<file path="src/rtl/cfg_shadow_pkg.sv">
package cfg_shadow_pkg;

    // Direction carried in the frame; encoding is the bit sent on the wire.
    typedef enum logic {
        XFER_WRITE = 1'b0,
        XFER_READ  = 1'b1
    } xfer_kind_e;

endpackage

</file>
<file path="src/rtl/ser_bit_timer.sv">
module ser_bit_timer #(
    parameter int CLK_DIV  = 4,
    parameter int NUM_BITS = 42
) (
    input  logic                        clk,
    input  logic                        por_n,
    input  logic                        abort,
    input  logic                        start,
    output logic                        active_o,
    output logic                        ser_clk_o,
    output logic                        bit_end_o,
    output logic                        sample_o,
    output logic                        last_o,
    output logic [$clog2(NUM_BITS)-1:0] bit_idx_o
);
    localparam int PH_W      = (CLK_DIV > 2) ? $clog2(CLK_DIV) : 1;
    localparam int BI_W      = $clog2(NUM_BITS);
    localparam int SAMPLE_PH = CLK_DIV / 2 - 1;
    localparam int HIGH_PH   = CLK_DIV / 2;

    typedef struct packed {
        logic            active;
        logic [PH_W-1:0] ph;
        logic [BI_W-1:0] idx;
    } timer_t;

    timer_t tmr_d, tmr_q;

    always_comb begin
        tmr_d = tmr_q;
        if (abort) begin
            tmr_d.active = 1'b0;
            tmr_d.ph     = '0;
            tmr_d.idx    = '0;
        end else if (tmr_q.active) begin
            if (tmr_q.ph == PH_W'(CLK_DIV - 1)) begin
                tmr_d.ph = '0;
                if (tmr_q.idx == BI_W'(NUM_BITS - 1)) begin
                    tmr_d.active = 1'b0;
                    tmr_d.idx    = '0;
                end else begin
                    tmr_d.idx = tmr_q.idx + 1'b1;
                end
            end else begin
                tmr_d.ph = tmr_q.ph + 1'b1;
            end
        end else if (start) begin
            tmr_d.active = 1'b1;
            tmr_d.ph     = '0;
            tmr_d.idx    = '0;
        end
    end

    always_ff @(posedge clk or negedge por_n) begin
        if (!por_n) begin
            tmr_q <= '0;
        end else begin
            tmr_q <= tmr_d;
        end
    end

    assign active_o  = tmr_q.active;
    assign ser_clk_o = tmr_q.active && (tmr_q.ph >= PH_W'(HIGH_PH));
    assign bit_end_o = tmr_q.active && (tmr_q.ph == PH_W'(CLK_DIV - 1));
    assign sample_o  = tmr_q.active && (tmr_q.ph == PH_W'(SAMPLE_PH));
    assign last_o    = bit_end_o && (tmr_q.idx == BI_W'(NUM_BITS - 1));
    assign bit_idx_o = tmr_q.idx;

endmodule

</file>
<file path="src/rtl/cfg_frame_shifter.sv">
module cfg_frame_shifter
    import cfg_shadow_pkg::*;
#(
    parameter int ADDR_W = 8,
    parameter int DATA_W = 32
) (
    input  logic              clk,
    input  logic              por_n,
    input  logic              load,
    input  xfer_kind_e        kind,
    input  logic [ADDR_W-1:0] addr,
    input  logic [DATA_W-1:0] wdata,
    input  logic              shift,
    input  logic              capture,
    input  logic              ser_in,
    output logic              tx_bit,
    output logic [DATA_W-1:0] rx_word
);
    localparam int HDR_BITS   = ADDR_W + 2;
    localparam int FRAME_BITS = HDR_BITS + DATA_W;

    typedef struct packed {
        logic [FRAME_BITS-1:0] tx;
        logic [DATA_W-1:0]     rx;
    } shift_t;

    shift_t sh_d, sh_q;

    always_comb begin
        sh_d = sh_q;
        if (load) begin
            // start flag, address, direction, payload (zeros for a fetch)
            sh_d.tx = {1'b1, addr, logic'(kind),
                       (kind == XFER_READ) ? {DATA_W{1'b0}} : wdata};
            sh_d.rx = '0;
        end else begin
            if (shift) begin
                sh_d.tx = {sh_q.tx[FRAME_BITS-2:0], 1'b0};
            end
            if (capture) begin
                sh_d.rx = {sh_q.rx[DATA_W-2:0], ser_in};
            end
        end
    end

    always_ff @(posedge clk or negedge por_n) begin
        if (!por_n) begin
            sh_q <= '0;
        end else begin
            sh_q <= sh_d;
        end
    end

    assign tx_bit  = sh_q.tx[FRAME_BITS-1];
    assign rx_word = sh_q.rx;

endmodule

</file>
<file path="src/rtl/cfg_shadow_store.sv">
module cfg_shadow_store #(
    parameter int                DATA_W    = 32,
    parameter logic [DATA_W-1:0] RESET_VAL = 32'h000F_0000
) (
    input  logic              clk,
    input  logic              por_n,
    input  logic              wr_en,
    input  logic [DATA_W-1:0] wr_data,
    input  logic              commit_en,
    input  logic [DATA_W-1:0] commit_data,
    output logic [DATA_W-1:0] value
);
    typedef struct packed {
        logic [DATA_W-1:0] word;
    } store_t;

    store_t st_d, st_q;

    always_comb begin
        st_d = st_q;
        // a bus write lands after the fetched word, so it wins a tie
        if (commit_en) begin
            st_d.word = commit_data;
        end
        if (wr_en) begin
            st_d.word = wr_data;
        end
    end

    // only the power-on reset touches the contents
    always_ff @(posedge clk or negedge por_n) begin
        if (!por_n) begin
            st_q.word <= RESET_VAL;
        end else begin
            st_q <= st_d;
        end
    end

    assign value = st_q.word;

endmodule

</file>
<file path="src/rtl/cfg_shadow_serial.sv">
module cfg_shadow_serial
    import cfg_shadow_pkg::*;
#(
    parameter int                DATA_W    = 32,
    parameter int                ADDR_W    = 8,
    parameter int                CLK_DIV   = 4,
    parameter logic [DATA_W-1:0] RESET_VAL = 32'h000F_0000
) (
    input  logic              clk,
    input  logic              por_n,
    input  logic              soft_rst,
    input  logic              bus_wr,
    input  logic              bus_rd,
    input  logic [DATA_W-1:0] bus_wdata,
    output logic [DATA_W-1:0] bus_rdata,
    input  logic [ADDR_W-1:0] rmt_addr,
    input  logic              wr_lock,
    output logic              ser_clk,
    output logic              ser_out,
    input  logic              ser_in,
    output logic              busy
);
    localparam int HDR_BITS   = ADDR_W + 2;
    localparam int FRAME_BITS = HDR_BITS + DATA_W;
    localparam int BI_W       = $clog2(FRAME_BITS);

    typedef struct packed {
        xfer_kind_e kind;
    } ctl_t;

    ctl_t ctl_d, ctl_q;

    logic            active;
    logic            bit_end;
    logic            sample;
    logic            last;
    logic [BI_W-1:0] bit_idx;
    logic            tx_bit;
    logic [DATA_W-1:0] rx_word;
    logic [DATA_W-1:0] shadow;

    logic wr_go, start_wr, start_rd, xfer_start, commit, capture;

    always_comb begin
        wr_go      = bus_wr && !wr_lock && !soft_rst;
        start_wr   = wr_go && !active;
        start_rd   = bus_rd && !bus_wr && !soft_rst && !active;
        xfer_start = start_wr || start_rd;
        commit     = last && (ctl_q.kind == XFER_READ) && !soft_rst;
        capture    = sample && (ctl_q.kind == XFER_READ)
                     && (bit_idx >= BI_W'(HDR_BITS));
        ctl_d = ctl_q;
        if (start_rd) begin
            ctl_d.kind = XFER_READ;
        end else if (start_wr) begin
            ctl_d.kind = XFER_WRITE;
        end
    end

    always_ff @(posedge clk or negedge por_n) begin
        if (!por_n) begin
            ctl_q.kind <= XFER_WRITE;
        end else begin
            ctl_q <= ctl_d;
        end
    end

    ser_bit_timer #(
        .CLK_DIV  (CLK_DIV),
        .NUM_BITS (FRAME_BITS)
    ) u_timer (
        .clk       (clk),
        .por_n     (por_n),
        .abort     (soft_rst),
        .start     (xfer_start),
        .active_o  (active),
        .ser_clk_o (ser_clk),
        .bit_end_o (bit_end),
        .sample_o  (sample),
        .last_o    (last),
        .bit_idx_o (bit_idx)
    );

    cfg_frame_shifter #(
        .ADDR_W (ADDR_W),
        .DATA_W (DATA_W)
    ) u_shift (
        .clk     (clk),
        .por_n   (por_n),
        .load    (xfer_start),
        .kind    (start_rd ? XFER_READ : XFER_WRITE),
        .addr    (rmt_addr),
        .wdata   (bus_wdata),
        .shift   (bit_end),
        .capture (capture),
        .ser_in  (ser_in),
        .tx_bit  (tx_bit),
        .rx_word (rx_word)
    );

    cfg_shadow_store #(
        .DATA_W    (DATA_W),
        .RESET_VAL (RESET_VAL)
    ) u_store (
        .clk         (clk),
        .por_n       (por_n),
        .wr_en       (wr_go),
        .wr_data     (bus_wdata),
        .commit_en   (commit),
        .commit_data (rx_word),
        .value       (shadow)
    );

    assign bus_rdata = shadow;
    assign ser_out   = active && tx_bit;
    assign busy      = active;

endmodule

</file>
<file path="config.mk">
export PLATFORM = sky130hd
export DESIGN_NAME = cfg_shadow_serial
export DESIGN_NICKNAME = d
export VERILOG_FILES = /design/src/rtl/cfg_shadow_pkg.sv /design/src/rtl/ser_bit_timer.sv /design/src/rtl/cfg_frame_shifter.sv /design/src/rtl/cfg_shadow_store.sv /design/src/rtl/cfg_shadow_serial.sv
export SDC_FILE = /design/constraint.sdc
export NUM_CORES = 1
export LEC_CHECK = 0
export ABC_CLOCK_PERIOD_IN_PS = 2490
export BUFFER_PORTS_ARGS = -buffer_cell sky130_fd_sc_hd__clkbuf_2
export CAP_MARGIN = 20
export CORE_MARGIN = 8
export CORE_UTILIZATION = 55
export CTS_CLUSTER_SIZE = 16
export DETAILED_ROUTE_END_ITERATION = 10
export PLACE_DENSITY = 0.8
export SYNTH_ARGS = -nofsm -noshare
export SYNTH_HDL_FRONTEND = slang
export SYNTH_HIERARCHICAL = 1
export SYNTH_SLANG_ARGS = --single-unit
</file>
<file path="constraint.sdc">
create_clock -name clk -period 2.49 [get_ports clk]
set_clock_uncertainty 0.15 [all_clocks]
set_input_delay 0.1245 -clock clk [delete_from_list [all_inputs] [get_ports clk]]
set_output_delay 0.1245 -clock clk [all_outputs]
set_load 0.01 [all_outputs]
</file>
==> summary.md <==
| Metric | Value |
|---|---|
| Port bufs | 81 |
| Area Growth Syn to Fin | 21.6% |
| CTS tree | yes |
| 1st-pass router iterations | 4 |
| Multi-input logic area | 2460 um^2 |
| GRT Total Usage | 18.4% |
| Met2 usage | between 20% and 30% |
| Switching power | roughly 1300 uW |
| Yosys warns | 6 |
| Layout cell share with drive strength beyond 1 | between 30% and 40% |
| Post-route insts no fill | 742 |
| Switching share of power | 23.1% |
| Worst reg-to-reg path cell count | 8 |
| Net Count, Synth | ~550 |
| Worst EP arrival | ~2.3 ns |
| Vias in the first global route | 4212 |
| CP top delay family | simple AND/OR/NAND/NOR gates |
| Rows | 38 |
| Die Width | 120 um |
| Final Max Tran Viols | 0 |
| Post-DP HPWL | about 7.8 mm |
| Initial core utilization | between 50% and 60% |
| RSZ-0062 raised after global routing | no |
| DRT Wirelength | 12.3 mm |
| Endpoints failing setup | 0 |
| Mapped Area | a little under 6000 um^2 |
| Fill cell count | 760 |
| Worst min path class | input pin to asynchronous set/reset pin |
| Die area | between 10000 and 15000 um^2 |
| Clock share of power | approximately half |
| Final period utilization | between 80% and 90% |
| Max Freq | around 480 MHz |
| Initial DRC Count | between 200 and 250 |
| Total setup buffers inserted after CTS | 0 |
| CTS root buffer | clkbuf_8 |
| Internal power | 4470 uW |
| CP cell instances | nor2_1 -> nand4_1 -> nor2_1 -> nand2_1 -> nor2_4 -> buf_12 -> mux2i_1 -> o21ai_1 |
| # diodes | 0 |
| Avg Cell Area, Syn | roughly 12 um^2 |
| Syn Inst Count | around 500 |
| Combinational power share | 12.5% |
| Leakage Power | ~0.0030 uW |
| Commonest cells after routing, fill and taps aside | 112 x dfrtp_1, 105 x mux2i_1, 80 x clkbuf_2 |
| CP required | about 2.7 ns |
| Max stage delay on crit path | about 0.44 ns |
| Flop pwr share | about 39% |
| FF/Latch Area | a little under 3000 um^2 |
| Worst-Margin Slew | 0.652 ns |
| Period minus WS final | 2.09 ns |
| Largest net degree at the start of global routing | 65 |
| DRC violation count after routing | 0 |
| GR peak layer | met2 |
| Antenna violations before repair | 0 |
| GRT Residual Overflow | 0 |
| I/O pin total | approximately 80 |
| Clk_lat worst skew | roughly 0.52 ns |
| Hold Vio Cnt, Final | 0 |
| First-pass GRT wire length | roughly 21 mm |
| Setup crit start | u_timer/bit_idx_o[4]$_DFFE_PN0P_ |
| Critical Path End Type | flop |
| H-tree levels | 4 |
| Antenna viol nets, final | 0 |
| Setup TNS | 0 ns |
| Max Root-Sink Buffers | 2 |
| Nets | 640 |
| Clock sinks | between 100 and 150 |
| DR WL/cell | 16.5 um |
| Via count | 3918 |
| CP startpoint kind | flop |
| Outcome | complete, no violations |
| Max_cap viols | 0 |
| Critical path depth | 8 |
| Slowest CP cell | dfrtp_1 |
| Die Ht | around 120 um |
| Rel. slew slack | between 50% and 60% |
| DP Cell Count | 665 |
| Core area | 10700 um^2 |
| Critical path type | flop to flop |
| Cell area power density | 801 nW/um^2 |
| Post-DR vias/cell | between 5 and 6 |
| Reg2Reg Launch Point | u_timer/bit_idx_o[4]$_DFFE_PN0P_ |
| Clock-pin slew on the worst setup and hold paths | roughly 0.060 ns |
| Cell mode on critical path | nor2_1 |
| Inserted Clock Buffers | 17 |
| Routability Congestion | ~0.77 |
| Met1 Use GR | 22.7% |
| Peak VDD IR | approximately 390 uV |
| Worst path bufs/invs | 1 |
| Max FO, Critical Path | 32 |
| M3 GR Usage | roughly 6.3% |
| Most common cell after layout, fill and taps aside | dfrtp_1 |
## sequential cells by signal, indices dropped and copies added (netlist names)
name / cells
u_shift/rx_word: 32
ctl_q: 1
u_store/value: 32
u_timer/tmr_q: 2
u_shift/sh_q: 41
u_timer/bit_idx_o: 6
u_timer/active_o: 1
u_shift/tx_bit: 1
## power groups by stage
stage          sequential [uW]  clock, uW  combinational (uW)
3_3_place_gp              2270          0                 647
6_report                  2250       2830                 728
2_1_floorplan             2280          0                 396
4_1_cts                   2250       2870                 732
3_5_place_dp              2280          0                 672
5_1_grt                   2280       2970                 807
## final timing paths
path                       slack (ns)                               to
max                              0.40     u_store/value[9]$_DFFE_PN0P_
max reg2reg                      0.40     u_store/value[9]$_DFFE_PN0P_
min in group clk                 0.04     u_shift/sh_q[68]$_DFFE_PN0P_
max in group asynchronous        1.46  u_shift/rx_word[24]$_DFFE_PN0P_
min reg2reg                      0.39       u_shift/tx_bit$_DFFE_PN0P_
min                              0.01     u_shift/sh_q[37]$_DFFE_PN0P_
## final cells by class
class	count	area share (%)
Clock buffer	24	7.04
Clock inverter	8	2.62
Inverter	5	0.259
Multi-Input combinational cell	310	33.9
Sequential cell	116	40.1
Tap cell	140	2.42
Timing Repair Buffer	139	13.7
## repair_timing
action / CTS / global route
hold buffers: 45 / 0
endpoints found under the hold margin: 189 / 0
resized for setup: 0 / 0
## layer usage
metal	up-vias	part of all wire (%)
met3	24	5.2
li1	1899	-
met5	-	0
met4	0	2.1
met2	99	48
met1	1896	44
## metrics by stage
step                hold slack [ns]  area (um^2)  setup WS, ns  utilization [%]  power [uW]
finish                       0.0119         7250         0.402             67.8        5810
global route                 0.0596         7250         0.217             67.8        6060
CTS                         0.00779         7250         0.415             67.8        5850
detailed placement           0.0122         6100         0.442             57.0        2950
global placement            0.00786         6100         0.540             57.0        2920
floorplan                    -0.321         5960         0.442                -        2680
## worst register-to-register path, delay by kind of cell (launching register included)
kind                   cells  cell delay (ns)
AO/OA/AOI/OAI              1             0.08
buffers and inverters      1             0.24
flip-flops                 1             0.44
multiplexers               1             0.31
AND/OR/NAND/NOR            5             0.71
Power figures use the tool's default switching activity.
